===== src/rtl/mstat_pkg.sv =====
package mstat_pkg;

    localparam int STAT_W  = 16;
    localparam int N_LEADS = 4;
    localparam int N_EVT   = 3;

    // lead vector positions
    localparam int LD_CAR  = 0;
    localparam int LD_DSR  = 1;
    localparam int LD_CTS  = 2;
    localparam int LD_RING = 3;

    // status word layout
    localparam int B_CARF  = 15;
    localparam int B_OVRF  = 14;
    localparam int B_RINGF = 13;
    localparam int B_DSR   = 12;
    localparam int B_CAR   = 11;
    localparam int B_CTS   = 10;
    localparam int B_RTS   = 9;
    localparam int B_SIE   = 5;
    localparam int B_MISC  = 2;
    localparam int B_TRDY  = 0;

    // event vector positions
    localparam int EV_CARLOSS = 0;
    localparam int EV_OVR     = 1;
    localparam int EV_RING    = 2;

    typedef struct packed {
        logic sie;
        logic misc;
        logic trdy;
    } ctl_t;

    typedef struct packed {
        logic [N_LEADS-1:0] level;
        logic [N_LEADS-1:0] rise;
        logic [N_LEADS-1:0] fall;
    } lead_view_t;

    function automatic ctl_t ctl_from_word(input logic [STAT_W-1:0] w);
        ctl_t c;
        c.sie  = w[B_SIE];
        c.misc = w[B_MISC];
        c.trdy = w[B_TRDY];
        return c;
    endfunction

    function automatic logic [STAT_W-1:0] pack_status(
        input logic [N_EVT-1:0]   flags,
        input logic [N_LEADS-1:0] live,
        input logic               rts,
        input ctl_t               c
    );
        logic [STAT_W-1:0] w;
        w           = '0;
        w[B_CARF]   = flags[EV_CARLOSS];
        w[B_OVRF]   = flags[EV_OVR];
        w[B_RINGF]  = flags[EV_RING];
        w[B_DSR]    = live[LD_DSR];
        w[B_CAR]    = live[LD_CAR];
        w[B_CTS]    = live[LD_CTS];
        w[B_RTS]    = rts;
        w[B_SIE]    = c.sie;
        w[B_MISC]   = c.misc;
        w[B_TRDY]   = c.trdy;
        return w;
    endfunction

endpackage


===== src/rtl/mstat_lead_sync.sv =====
module mstat_lead_sync
    import mstat_pkg::*;
#(
    parameter int WIDTH  = N_LEADS,
    parameter int STAGES = 2
) (
    input  logic             clk,
    input  logic             rst,
    input  logic [WIDTH-1:0] lead_async,
    output logic [WIDTH-1:0] level,
    output logic [WIDTH-1:0] rise,
    output logic [WIDTH-1:0] fall
);
    localparam int LAST = STAGES - 1;

    logic [WIDTH-1:0] prev_q;

    for (genvar i = 0; i < WIDTH; i++) begin : g_lead
        logic [STAGES-1:0] chain_q;

        always_ff @(posedge clk) begin
            if (rst) begin
                chain_q   <= '0;
                prev_q[i] <= 1'b0;
            end else begin
                chain_q   <= {chain_q[LAST-1:0], lead_async[i]};
                prev_q[i] <= chain_q[LAST];
            end
        end

        assign level[i] = chain_q[LAST];

        // a_r2_level_shifts: the delayed copy takes the level it held one edge before
        a_r2_prev_follows: assert property (@(posedge clk) disable iff (rst)
            !$past(rst) |-> (prev_q[i] == $past(level[i])));
    end

    always_comb begin
        rise = level & ~prev_q;
        fall = prev_q & ~level;
    end

endmodule


===== src/rtl/mstat_sticky.sv =====
module mstat_sticky
    import mstat_pkg::*;
#(
    parameter int N = N_EVT
) (
    input  logic         clk,
    input  logic         rst,
    input  logic [N-1:0] set,
    input  logic         clr,
    output logic [N-1:0] flag
);
    for (genvar i = 0; i < N; i++) begin : g_flag
        logic flag_q;

        always_ff @(posedge clk) begin
            if (rst)
                flag_q <= 1'b0;
            else if (set[i])
                flag_q <= 1'b1;
            else if (clr)
                flag_q <= 1'b0;
        end

        assign flag[i] = flag_q;

        // an event always lands, clear or not
        a_r7_event_wins: assert property (@(posedge clk) disable iff (rst)
            set[i] |=> flag[i]);
        // a clear with no event empties the flag
        a_r6_clear_empties: assert property (@(posedge clk) disable iff (rst)
            (clr && !set[i]) |=> !flag[i]);
        // without a clear the flag holds
        a_r6_sticky_hold: assert property (@(posedge clk) disable iff (rst)
            (!clr && flag[i]) |=> flag[i]);
    end

endmodule


===== src/rtl/mstat_ctl.sv =====
module mstat_ctl
    import mstat_pkg::*;
(
    input  logic              clk,
    input  logic              rst,
    input  logic              wr,
    input  logic [STAT_W-1:0] wdata,
    output ctl_t              ctl
);
    ctl_t ctl_q;

    always_ff @(posedge clk) begin
        if (rst)
            ctl_q <= '0;
        else if (wr)
            ctl_q <= ctl_from_word(wdata);
    end

    assign ctl = ctl_q;

    // unwritten control holds
    a_r9_ctl_holds: assert property (@(posedge clk) disable iff (rst)
        !wr |=> $stable(ctl));

endmodule


===== src/rtl/mstat_unit.sv =====
module mstat_unit
    import mstat_pkg::*;
#(
    parameter int SYNC_STAGES = 2
) (
    input  logic              clk,
    input  logic              rst,
    input  logic              carrier_in,
    input  logic              dsr_in,
    input  logic              cts_in,
    input  logic              ring_in,
    input  logic              overrun_evt,
    input  logic              rts_in,
    input  logic              sw_wr,
    input  logic              sw_rd,
    input  logic [STAT_W-1:0] sw_wdata,
    output logic [STAT_W-1:0] status_word,
    output logic              term_ready_o,
    output logic              misc_xmt_o,
    output logic              stat_irq_o
);
    logic [N_LEADS-1:0] leads_raw;
    lead_view_t         lv;
    logic [N_EVT-1:0]   evt_set;
    logic [N_EVT-1:0]   flags;
    logic               sw_clr;
    ctl_t               ctl;

    always_comb begin
        leads_raw          = '0;
        leads_raw[LD_CAR]  = carrier_in;
        leads_raw[LD_DSR]  = dsr_in;
        leads_raw[LD_CTS]  = cts_in;
        leads_raw[LD_RING] = ring_in;
    end

    mstat_lead_sync #(
        .WIDTH  (N_LEADS),
        .STAGES (SYNC_STAGES)
    ) i_sync (
        .clk        (clk),
        .rst        (rst),
        .lead_async (leads_raw),
        .level      (lv.level),
        .rise       (lv.rise),
        .fall       (lv.fall)
    );

    always_comb begin
        evt_set             = '0;
        evt_set[EV_CARLOSS] = lv.fall[LD_CAR];
        evt_set[EV_OVR]     = overrun_evt;
        evt_set[EV_RING]    = lv.rise[LD_RING];
    end

    assign sw_clr = sw_wr | sw_rd;

    mstat_sticky #(.N(N_EVT)) i_flags (
        .clk  (clk),
        .rst  (rst),
        .set  (evt_set),
        .clr  (sw_clr),
        .flag (flags)
    );

    mstat_ctl i_ctl (
        .clk   (clk),
        .rst   (rst),
        .wr    (sw_wr),
        .wdata (sw_wdata),
        .ctl   (ctl)
    );

    always_comb begin
        status_word  = pack_status(flags, lv.level, rts_in, ctl);
        term_ready_o = ctl.trdy;
        misc_xmt_o   = ctl.misc;
        stat_irq_o   = ctl.sie & (|flags);
    end

    // a carrier drop is recorded on the next edge
    a_r3_carrier_loss: assert property (@(posedge clk) disable iff (rst)
        lv.fall[LD_CAR] |=> status_word[B_CARF]);
    // a ring onset is recorded on the next edge
    a_r4_ring_onset: assert property (@(posedge clk) disable iff (rst)
        lv.rise[LD_RING] |=> status_word[B_RINGF]);
    // overrun pulse lands one edge later
    a_r5_overrun: assert property (@(posedge clk) disable iff (rst)
        overrun_evt |=> status_word[B_OVRF]);
    // request stays up while nothing clears and the enable is untouched
    a_r8_irq_level: assert property (@(posedge clk) disable iff (rst)
        (stat_irq_o && !sw_wr && !sw_rd) |=> stat_irq_o);
    // terminal-ready takes the written bit
    a_r9_trdy_write: assert property (@(posedge clk) disable iff (rst)
        sw_wr |=> (term_ready_o == $past(sw_wdata[B_TRDY])));
    // request-to-send bit mirrors its input
    a_r10_rts_live: assert property (@(posedge clk) disable iff (rst)
        status_word[B_RTS] == rts_in);

endmodule


===== config.mk =====
export PLATFORM = sky130hd
export DESIGN_NAME = mstat_unit
export DESIGN_NICKNAME = d
export VERILOG_FILES = /design/src/rtl/mstat_pkg.sv /design/src/rtl/mstat_lead_sync.sv /design/src/rtl/mstat_sticky.sv /design/src/rtl/mstat_ctl.sv /design/src/rtl/mstat_unit.sv
export SDC_FILE = /design/constraint.sdc
export NUM_CORES = 1
export LEC_CHECK = 0
export ABC_CLOCK_PERIOD_IN_PS = 1350
export CAP_MARGIN = 40
export CORE_MARGIN = 2
export CORE_UTILIZATION = 35
export DETAILED_ROUTE_END_ITERATION = 10
export HOLD_SLACK_MARGIN = 0.12
export PLACE_DENSITY_LB_ADDON = 0.15
export SLEW_MARGIN = 20
export SYNTH_ARGS = -nofsm -noshare
export SYNTH_HDL_FRONTEND = slang
export SYNTH_SLANG_ARGS = --single-unit

===== constraint.sdc =====
create_clock -name clk -period 1.35 [get_ports clk]
set_input_delay 0.3375 -clock clk [delete_from_list [all_inputs] [get_ports clk]]
set_output_delay 0.3375 -clock clk [all_outputs]
set_load 0.005 [all_outputs]

# Word-level counts from Yosys, hierarchy flattened
# Cells that the tools add are included.
# Widths: inputs -> output; s select.
op_classes:
  n_mux: 4
  bitwise_logic: 6
  n_reduce_logical: 4
ops:
  columns: ["cell", "n"]
  rows:
  - ["$reduce_bool 2->1", 3]
  - ["$and 4x4->4", 1]
  - ["$mux 1", 4]
  - ["$not 4->4", 1]
  - ["$reduce_or 3->1", 1]
  - ["$and 1x1->1", 2]
  - ["$not 1->1", 1]
  - ["$or 1x1->1", 1]
totals:
  register_bits: 18
  input_bits: 26
  out_inout_bits: 19

# Depth between registers and ports, before layout
depth:
  word_depth: 3
  depth_mapped: 3
  ltp_nobuf: 2

# Hierarchy
# From an unflattened synthesis, not the netlist that was laid out.
unflattened:
  hier_cells: 73
  area_unflattened_um2: 762.0
modules_own_cells:
  columns: ["mod", "n_inst", "cells_per_inst", "area_per_inst_um2"]
  rows:
  - ["mstat_lead_sync", 1, 37, 446.7]
  - ["mstat_sticky", 1, 15, 127.6]
  - ["mstat_ctl", 1, 9, 101.3]
  - ["mstat_unit", 1, 12, 86.3]

# Least setup slack after synthesis
# OpenSTA, ideal clock, no wires.
synth_path:
  path_type: "input port to flip-flop"
  start: "input sw_wr"
  end: "register i_flags.g_flag[0].flag_q"
  setup_time_ps: 66
  t_arrival_ps: 946
  slack_ps: 338
  cell_stages: 3
  n_path_buf: 1
  cell_sequence: "buf_6 or3b_1 a21oi_2"
synth_via:
  elab_chain_cells: 2
synth_rtl:
  columns: ["element", "line_no", "source"]
  rows:
  - ["from (decl)", "mstat_unit.sv:14", "input logic sw_wr,"]
  - ["$or 1x1->1", "mstat_unit.sv:56", "assign sw_clr = sw_wr | sw_rd;"]
  - ["$reduce_bool 2->1 (no line)", null, null]
  - ["to (signal assigned)", "mstat_sticky.sv:17", "flag_q <= 1'b0;"]
  - ["to (signal assigned)", "mstat_sticky.sv:19", "flag_q <= 1'b1;"]
  - ["to (signal assigned)", "mstat_sticky.sv:21", "flag_q <= 1'b0;"]
  - ["to (decl)", "mstat_sticky.sv:13", "logic flag_q;"]
# No other way between the ends.
# A chain may end at the register's enable or synchronous reset.

# Worst setup path in the final report
layout_path:
  start: "register i_flags.g_flag[0].flag_q"
  end: "output stat_irq_o"
layout_via:
  elab_chain_cells: 2
layout_rtl:
  columns: ["element", "line_no", "source"]
  rows:
  - ["$reduce_or 3->1", "mstat_unit.sv:78", "stat_irq_o = ctl.sie & (|flags);"]
  - ["$and 1x1->1", "mstat_unit.sv:78", null]
  - ["to (decl)", "mstat_unit.sv:20", "output logic stat_irq_o"]
# No other way between the ends.

==> results by group <==
Route
  • Routed wire length per instance: 8.832 um
  • Antenna viol nets, final: 0
  • Drt via density: 3.822
  • Total Wirelength: 945 um
  • Vias post-DR: 409
  • Drt first pass iters: 4
  • DRT iter0 DRCs: 1
  • Post-route DRC: 0

Finish
  • Share of cells above drive strength 1: 0.2683
  • Final core utilization: 0.5158
  • Highest-count cells in the layout ignoring fill and taps: clkdlybuf4s50_1, nor2b_1, dfxtp_1
  • Number of diodes: 0
  • Area Growth Syn to Fin: 38.86%
  • Fin nets: 109
  • Most common cell after layout, fill and taps aside: clkdlybuf4s50_1
  • Design Area, Final: 880.8 sq um

Hold path
  • HP Class: reg -> reg

Placed design
  • Final GP Congestion: 0.6028
  • PortBufs: 23
  • Area post-placement: 835.8 sq um
  • Hpwl dp: 679.6 um

Clock network
  • Root Buffer: clkbuf_4
  • Clock slew at reported path FFs: 0.09 ns
  • H-Tree Depth: 1
  • Worst-case clock buffer depth: 2
  • Worst skew pair latency: 0.27 ns
  • # clock sinks: 16
  • TritonCTS buffer count: 3
  • CTS tree: built

Floorplanning
  • Die area: 2169 sq um
  • Die X-Extent: 46.57 um
  • Initial Util: 0.3714
  • Die Span Y: 46.57 um
  • Core ar.: 1708 sq um
  • # IOs: 45
  • Row count: 15

Timing
  • Fmax: 0.7521 GHz
  • WHS: 0.4432 ns
  • Final Hold Vio Count: 0
  • Clk_skew: 0.0002227 ns
  • RSZ-0062 raised after global routing: yes
  • Final min period: 1.330 ns
  • Final setup fails: 0
  • Final worst path period share: 0.9849
  • Setup TNS: 0 ns
  • Max Slew Vio Count: 0

Global routing
  • Largest net degree at the start of global routing: 17
  • Global-route wire length before repair: 1421 um
  • Initial antenna violation count: 0
  • Tot GR Track Use: 0.1005
  • Grt total ovfl: 0
  • Vias in the first global route: 333

Power
  • P_leak: 0.0003996 uW
  • Cell area power density: 1043 nW/um^2
  • Max VDD drop: 0.5305 mV

Logic synthesis
  • Main combinational cell family by area after synthesis: buffers and inverters
  • Total number of yosys warnings: 0
  • Yosys reg bits: 16
  • Register area share after synthesis: 0.5049
  • Mux contribution to synthesized area: 0.04734
  • Top-area cell type share of the netlist area: 0.5049
  • Synth cell types: 13
  • Mapped Cells: 60
  • Post-synthesis compound-gate area fraction: 0.05523
  • Avg Cell Area, Syn: 10.57 sq um
  • Post-synthesis xor/xnor area fraction: 0
  • Largest cells by area after synthesis: dfxtp_1, buf_4, nor2b_1
  • Mapped Area: 634.4 sq um
  • Area leader, netlist: dfxtp_1
  • Synth Area in Simple Gates: 0.1775
  • Synth Area in Adders: 0

Job
  • Max Cap Viol: 0

Worst setup path
  • CP max stage cell: dfxtp_2
  • CP max FO: 2
  • CP Cell Sequence: o31a_1 > clkbuf_2
  • CP startpoint kind: flip-flop
  • Crit-path max cell delay: 0.33 ns
  • Worst R2R Start: i_flags.g_flag[0].flag_q$_SDFFE_PP0P_
  • Crit. Startpoint: i_flags.g_flag[0].flag_q$_SDFFE_PP0P_
  • Reg2reg end: i_flags.g_flag[0].flag_q$_SDFFE_PP0P_
  • CP bufs+invs: 1
  • R2R depth: 3
  • Worst EP required: 1.01 ns
  • Crit path kind: reg -> out
  • Worst setup EP type: output pin
  • Critical Path End: stat_irq_o
  • R2r setup slk: 0.37 ns
  • Crit path max-delay family: flip-flops
  • Worst path depth: 2
  • Critical path arrival: 0.99 ns

Status
  • Status: finished clean
-- kinds of logic after synthesis --
family,after synthesis
buffers and inverters,18
other,1
AND/OR/NAND/NOR,18
flip-flops,16
multiplexers,3
AO/OA/AOI/OAI,4
-- sequential cells by signal, summed over array words and instances, names as in the netlist --
name and count:
i_flags.g_flag.flag_q 3, i_ctl.ctl 3, i_sync.prev_q 2, i_sync.g_lead.chain_q 8
-- routing by layer --
| layer | up-vias | global-route usage | routed length, um | part of all wire |
|---|---|---|---|---|
| met2 | 14 | 0.1444 | 432 | 0.46 |
| met5 | - | 0 | 0 | 0 |
| met1 | 181 | 0.1241 | 438 | 0.46 |
| li1 | 212 | - | - | - |
| met4 | 0 | 0.08571 | 19 | 0.020 |
| met3 | 2 | 0.02353 | 54 | 0.057 |
-- where the power goes --
group          switching (uW)  total [uW]  internal (uW)
combinational            37.9         113           75.0
clock                     140         304            164
sequential               7.64         502            495
total                     185         919            733
-- how the worst min path moves through the flow --
stage                                                 startpoint                                      to  slack (ns)  depth (start not counted)
after floorplan                                              rst  i_sync.g_lead[1].chain_q[1]$_SDFF_PP0_        0.41                          1
after global placement    i_sync.g_lead[3].chain_q[0]$_SDFF_PP0_  i_sync.g_lead[3].chain_q[1]$_SDFF_PP0_        0.42                          1
after detailed placement  i_sync.g_lead[1].chain_q[0]$_SDFF_PP0_  i_sync.g_lead[1].chain_q[1]$_SDFF_PP0_        0.43                          1
after CTS                 i_sync.g_lead[0].chain_q[0]$_SDFF_PP0_  i_sync.g_lead[0].chain_q[1]$_SDFF_PP0_        0.45                          1
after global routing      i_sync.g_lead[3].chain_q[0]$_SDFF_PP0_  i_sync.g_lead[3].chain_q[1]$_SDFF_PP0_        0.46                          1
final                     i_sync.g_lead[0].chain_q[0]$_SDFF_PP0_  i_sync.g_lead[0].chain_q[1]$_SDFF_PP0_        0.44                          1
-- Yosys cell counts --
cell type / n
nor2b_1: 10
dfxtp_1: 16
buf_6: 1
inv_1: 1
mux2i_1: 3
or3b_1: 3
a21oi_2: 3
conb_1: 1
buf_4: 15
nand2b_1: 2
buf_2: 1
o31a_1: 1
nor2_1: 3
-- timing repair --
action | in CTS | in global routing
setup endpoints to repair | 12 | 4
hold buffers | 0 | 0
resized for setup | 20 | 4
pin swaps | 0 | 0
setup buffers | 2 | 0
-- worst reg2reg max path, stage by stage (launching register included) --
cell and delay (ns):
dfxtp_2 0.33, buf_4 0.09, or3b_1 0.36, a21oi_2 0.13
-- per-stage QoR --
| stage | power, uW | cells | setup slack, ns |
|---|---|---|---|
| after floorplan | 579.1 | 65 | 0.3378 |
| after global placement | 630.6 | 101 | -0.07538 |
| final | 918.9 | 107 | 0.02044 |
| after CTS | 938.0 | 107 | -0.09263 |
| after detailed placement | 631.9 | 101 | -0.08164 |
| after global routing | 972.8 | 107 | -0.03517 |
-- final cells by class --
class	count	area [sq um]
clock buffer	4	36.28
fill	155	827.0
inverter	1	3.754
multi-input combinational	31	200.2
sequential	16	329.1
tap	25	31.28
timing repair buffer	30	280.3
(Power assumes the default switching activity.)
